--- src/rtl/ocp_pkg.sv ---
package ocp_pkg;
  localparam int TW = 16;
  localparam int NT = 2;
  localparam int AW = 3;
  localparam logic [AW-1:0] A_CTRL = 3'd0;
  localparam logic [AW-1:0] A_LEAD = 3'd1;
  localparam logic [AW-1:0] A_TRAIL = 3'd2;
  localparam logic [AW-1:0] A_PER_BASE = 3'd3;
  localparam logic [AW-1:0] A_TCTL_BASE = 3'd5;
  localparam logic [2:0] M_ONESHOT = 3'b100;
  localparam logic [2:0] M_REPEAT = 3'b101;
endpackage

--- src/rtl/ocp_timebase.sv ---
module ocp_timebase
  import ocp_pkg::*;
(
  input  logic          clk,
  input  logic          rst_n,
  input  logic          per_wr,
  input  logic          ctl_wr,
  input  logic [TW-1:0] wdata,
  output logic [TW-1:0] cnt,
  output logic          fresh
);
  logic [TW-1:0] per_q;
  logic          run_q;

  always_ff @(posedge clk) begin
    if (!rst_n) begin
      per_q <= '0;
      run_q <= 1'b0;
      cnt   <= '0;
      fresh <= 1'b1;
    end else begin
      if (per_wr) per_q <= wdata;
      if (ctl_wr) run_q <= wdata[0];
      if (ctl_wr && wdata[1]) begin
        cnt   <= '0;
        fresh <= 1'b1;
      end else begin
        fresh <= run_q;
        if (run_q) cnt <= (cnt == per_q) ? '0 : cnt + 1'b1;
      end
    end
  end


  stall_hold_chk: assert property (@(posedge clk) disable iff (!rst_n)
    (!run_q && !(ctl_wr && wdata[1])) |=> $stable(cnt));

  period_wrap_chk: assert property (@(posedge clk) disable iff (!rst_n)
    (run_q && cnt == per_q && !ctl_wr) |=> (cnt == '0));
endmodule

--- src/rtl/ocp_compare.sv ---
module ocp_compare
  import ocp_pkg::*;
(
  input  logic                  clk,
  input  logic                  rst_n,
  input  logic                  ctl_wr,
  input  logic                  lead_wr,
  input  logic                  trail_wr,
  input  logic [TW-1:0]         wdata,
  input  logic [NT-1:0][TW-1:0] tmr_vec,
  input  logic [NT-1:0]         fresh_vec,
  output logic                  pin,
  output logic                  flag,
  output logic                  irq
);
  logic [TW-1:0] lead_q, trail_q;
  logic [2:0]    mode_q;
  logic          sel_q, ie_q, done_q;
  logic [TW-1:0] tb_cnt;
  logic          tb_fresh, pulse_mode, armed, lead_hit, trail_hit;

  assign tb_cnt     = tmr_vec[sel_q];
  assign tb_fresh   = fresh_vec[sel_q];
  assign pulse_mode = (mode_q == M_ONESHOT) || (mode_q == M_REPEAT);
  assign armed      = pulse_mode && !done_q && tb_fresh;
  assign trail_hit  = armed && (tb_cnt == trail_q);
  assign lead_hit   = armed && (tb_cnt == lead_q);
  assign irq        = flag & ie_q;

  always_ff @(posedge clk) begin
    if (!rst_n) begin
      lead_q <= '0; trail_q <= '0; mode_q <= '0;
      sel_q <= 1'b0; ie_q <= 1'b0; done_q <= 1'b0;
      pin <= 1'b0; flag <= 1'b0;
    end else begin
      if (lead_wr)  lead_q  <= wdata;
      if (trail_wr) trail_q <= wdata;
      if (ctl_wr) begin
        mode_q <= wdata[2:0];
        sel_q  <= wdata[3];
        ie_q   <= wdata[4];
        flag   <= flag & wdata[5];
        pin    <= 1'b0;
        done_q <= 1'b0;
      end else if (trail_hit) begin
        pin  <= 1'b0;
        flag <= 1'b1;
        if (mode_q == M_ONESHOT) done_q <= 1'b1;
      end else if (lead_hit) begin
        pin <= 1'b1;
      end
    end
  end


  ctl_forces_low_chk: assert property (@(posedge clk) disable iff (!rst_n)
    ctl_wr |=> !pin);

  rise_on_lead_chk: assert property (@(posedge clk) disable iff (!rst_n)
    $rose(pin) |-> $past(tb_cnt == lead_q));

  flag_on_trail_chk: assert property (@(posedge clk) disable iff (!rst_n)
    $rose(flag) |-> $past(tb_cnt == trail_q));

  idle_mode_low_chk: assert property (@(posedge clk) disable iff (!rst_n)
    (!pulse_mode && !ctl_wr) |=> !pin);
endmodule

--- src/rtl/ocp_channel.sv ---
module ocp_channel
  import ocp_pkg::*;
(
  input  logic          clk,
  input  logic          rst_n,
  input  logic          wr_en,
  input  logic [AW-1:0] wr_addr,
  input  logic [TW-1:0] wr_data,
  output logic          pin_out,
  output logic          flag_out,
  output logic          irq_out
);
  logic [NT-1:0][TW-1:0] tmr_vec;
  logic [NT-1:0]         fresh_vec;

  for (genvar i = 0; i < NT; i++) begin : g_tb
    localparam logic [AW-1:0] PER_A = A_PER_BASE + AW'(i);
    localparam logic [AW-1:0] CTL_A = A_TCTL_BASE + AW'(i);
    ocp_timebase u_tb (
      .clk    (clk),
      .rst_n  (rst_n),
      .per_wr (wr_en && wr_addr == PER_A),
      .ctl_wr (wr_en && wr_addr == CTL_A),
      .wdata  (wr_data),
      .cnt    (tmr_vec[i]),
      .fresh  (fresh_vec[i])
    );
  end

  ocp_compare u_cmp (
    .clk       (clk),
    .rst_n     (rst_n),
    .ctl_wr    (wr_en && wr_addr == A_CTRL),
    .lead_wr   (wr_en && wr_addr == A_LEAD),
    .trail_wr  (wr_en && wr_addr == A_TRAIL),
    .wdata     (wr_data),
    .tmr_vec   (tmr_vec),
    .fresh_vec (fresh_vec),
    .pin       (pin_out),
    .flag      (flag_out),
    .irq       (irq_out)
  );
endmodule

--- config.mk ---
export PLATFORM = sky130hd
export DESIGN_NAME = ocp_channel
export DESIGN_NICKNAME = d
export VERILOG_FILES = /design/src/rtl/ocp_pkg.sv /design/src/rtl/ocp_timebase.sv /design/src/rtl/ocp_compare.sv /design/src/rtl/ocp_channel.sv
export SDC_FILE = /design/constraint.sdc
export NUM_CORES = 1
export LEC_CHECK = 0
export ABC_AREA = 1
export BUFFER_PORTS_ARGS = -buffer_cell sky130_fd_sc_hd__buf_4
export CORE_MARGIN = 2
export CORE_UTILIZATION = 30
export CTS_BUF_LIST = sky130_fd_sc_hd__clkbuf_16
export CTS_CLUSTER_DIAMETER = 40
export DETAILED_ROUTE_END_ITERATION = 8
export PLACE_DENSITY = 0.43
export SKIP_CTS_REPAIR_TIMING = 1
export SLEW_MARGIN = 20
export SYNTH_ARGS = -nofsm -noshare
export SYNTH_HDL_FRONTEND = slang
export SYNTH_SLANG_ARGS = --single-unit
export TNS_END_PERCENT = 30
--- constraint.sdc ---
create_clock -name clk -period 2 [get_ports clk]
set_clock_uncertainty 0.2 [all_clocks]
set_input_delay 0.1 -clock clk [delete_from_list [all_inputs] [get_ports clk]]
set_output_delay 0.1 -clock clk [all_outputs]
set_load 0.03 [all_outputs]
==> impl_metrics.json <==
{
  "finalWeightedCongestion": 0.859,
  "max_freq_mhz": 545,
  "synth.distinct_cells": 28,
  "core_mm2": 0.0179,
  "slew_violations": 0,
  "drt-total-wl_um": 16400,
  "register_area_mm2": 0.00216,
  "ys.flop_type": "dfxtp_1",
  "area_growth_pct": 18.5,
  "ir_drop_mv": 0.426,
  "setup_viol_count_final": 0,
  "clkSinkCount": 108,
  "path_clk_slew_ns": 0.07,
  "p_leak_uw": 0.00274,
  "arrival_ns": 1.93,
  "syn_area_per_cell_um2": 6.68,
  "max_stage_delay_ns": 0.45,
  "endpoint_kind": "flip-flop",
  "grt_max_degree": 65,
  "drt_iter0_markers": 322,
  "crit_path_frequent_cell": "nand3_1",
  "period_share_pct": 91.7,
  "fp.dieW_um": 139,
  "cts_tree": "built",
  "drive_above_1_share_pct": 8.56,
  "synth_edf_count": 0,
  "period_minus_slack_ns": 1.83,
  "ys_seq_area_share_pct": 39.7,
  "crit_path_max_fanout": 4,
  "setup_tns_ns": 0,
  "run_status": "complete, no violations",
  "start_kind": "flip-flop",
  "n_fill_cell": 1933,
  "worstMarginPinSlew_ns": 0.791,
  "final_nets": 883,
  "grt_first_pass_wirelength_um": 26200,
  "crit_type": "reg -> reg",
  "io_buffers": 24,
  "grt_pass1_vias": 4914,
  "drt-wirelength-per-cell_um": 15.0,
  "ant_nets": 0,
  "clkLatencyLatePin_ns": 0.36,
  "maxSlewHeadroom_pct": 47.2,
  "dp_hpwl_um": 12500,
  "power_uw": 4600,
  "track_usage_pct": 17.3,
  "crit_family": "simple AND/OR/NAND/NOR gates",
  "ys_async_sr_fraction_pct": 0,
  "max_cap_violations": 0,
  "yosys_warnings": 0,
  "vias": 5061,
  "hold_viol": 0,
  "initial_core_util_pct": 30.4,
  "die_y_um": 139,
  "synthesis.nets": 838,
  "grt_overflow": 0,
  "antennaDiodeCount": 0,
  "fp-row-count": 49,
  "numCtsBuffers": 9,
  "cts-root-buf": "clkbuf_16",
  "detail_route.vias_per_cell": 4.63,
  "rsz0062_at_grt": "false",
  "crit_chain": "inv_1 -> nor3_1 -> nand3_1 -> nor2_2 -> nand4_1 -> nand2_1 -> nand3_1 -> nor2_1",
  "critPathBufInv": 1,
  "power_density_mw_per_mm2": 713,
  "die_area_mm2": 0.0192,
  "multi_input_area_mm2": 0.00279,
  "drc": 0,
  "worst_path_max_delay_cell": "dfxtp_1",
  "synth-seq-cells": 108,
  "syn-cell-area_mm2": 0.00544,
  "crit_required_ns": 2.10,
  "pin_count": 25,
  "cts.path.max_buffers": 2,
  "synthesis.instances": 814,
  "first_pass_iters": 5,
  "htreeDepth": 3,
  "antenna_found_initial": 0,
  "hp-class": "in -> reg"
}
tightest hold or removal path, delay by kind of cell:
family	cells	cell delay (ns)
buffers and inverters	2	0.16
and+or+nand+nor	2	0.19
AOI/OAI and AO/OA	1	0.08
layout by cell type (no fill, tap or decap), types with 2 or more instances in the layout:
cell type        n
nor3_1           9
inv_1           91
dfxtp_1        107
nand3b_1         3
o21ai_0         83
buf_4           39
nand3_1         37
a21oi_1         65
dlygate4sd3_1   19
inv_2            4
nor2_1         132
bufinv_16        2
nand2_1        176
nor4_2           2
clkbuf_16        9
clkinv_1         4
buf_12           3
xnor2_1         15
o21ai_1          6
nand4_1         13
nand2_2          3
nor2_2           3
ha_1             2
xor2_1          26
nor3_2           4
state kept, by name, indices dropped and copies added (netlist names), 2 cells and up:
signal / count
u_cmp.trail_q: 16
g_tb.u_tb.cnt: 32
u_cmp.mode_q: 3
g_tb.u_tb.per_q: 32
g_tb.u_tb.fresh: 2
u_cmp.lead_q: 16
g_tb.u_tb.run_q: 2
cell type report:
type | instances | area share (%)
multi-input cells | 583 | 43.2
clock buffers | 9 | 3.49
flip-flops and latches | 108 | 33.5
repair buffers | 61 | 8.42
well taps | 229 | 4.44
clock inverters | 7 | 1.28
inverters | 96 | 5.63
routing by layer:
layer | wire (um) | up-vias | share of wire (%) | global-route usage, %
met4 | 227 | 0 | 1.4 | 4.73
met2 | 7460 | 76 | 46 | 27.8
li1 | - | 2670 | - | -
met3 | 468 | 10 | 2.9 | 3.45
met5 | 0 | - | 0 | 0
met1 | 8230 | 2305 | 50 | 23.9
worst paths after layout:
kind                            slack [ns]  cells past startpoint                 from              endpoint
worst max-delay path                  0.17                      8  g_tb[1].u_tb.cnt[1]  g_tb[1].u_tb.cnt[15]
worst min register to register        0.26                      2         u_cmp.done_q          u_cmp.done_q
worst min-delay path                  0.02                      5           wr_addr[2]    g_tb[0].u_tb.run_q
worst max register to register        0.17                      8  g_tb[1].u_tb.cnt[1]  g_tb[1].u_tb.cnt[15]
synth_stat cells, types with 2 or more instances:
master    instances  area share [%]
xnor2_1          15             2.4
o21ai_0          85             7.8
nor3_2            4            0.74
buf_6             2            0.41
nand3_1          37             3.4
nand2_2           3            0.34
inv_1            90             6.2
ha_1              2            0.46
xor2_1           26             4.2
dfxtp_1         108              40
nor2_1          132             9.1
nand3b_1          3            0.41
clkbuf_1         18             1.2
a21oi_1          65             6.0
nand2_1         176              12
inv_2             5            0.34
nor3_1            9            0.83
buf_4             3            0.41
nand4_1          13             1.5
buf_2             4            0.37
nor4_2            2            0.46
o21ai_1           4            0.37
nor2_2            3            0.34
stage by stage:
stage          cells  utilization, %  setup slack, ns  cell area, um2  hold WS [ns]
2_1_floorplan    814               -            0.356            5440        0.0349
3_3_place_gp    1058            33.2            0.112            5950         0.179
3_5_place_dp    1058            33.2           0.0999            5950         0.182
4_1_cts         1074            34.9           0.0816            6260        -0.196
5_1_grt         1093            36.0          0.00448            6450        0.0701
6_report        1093            36.0            0.166            6450        0.0153
where the power goes:
part	leakage, uW	switching [uW]	total, uW	internal (uW)
Combinational	0.00171	268	445	177
Sequential	0.000876	36.4	2240	2210
Clock	0.000149	830	1910	1080
Total	0.00274	1130	4600	3460
cells by family after synthesis:
family,count (synthesis),synth area share [%]
DFF,108,39.7
and+or+nand+nor,384,29.7
xor gates and xnor gates,41,6.60
buffers and inverters,123,9.06
AOI/OAI and AO/OA,156,14.5
adders and majority gates,2,0.460
Power figures use the tool's default switching activity.
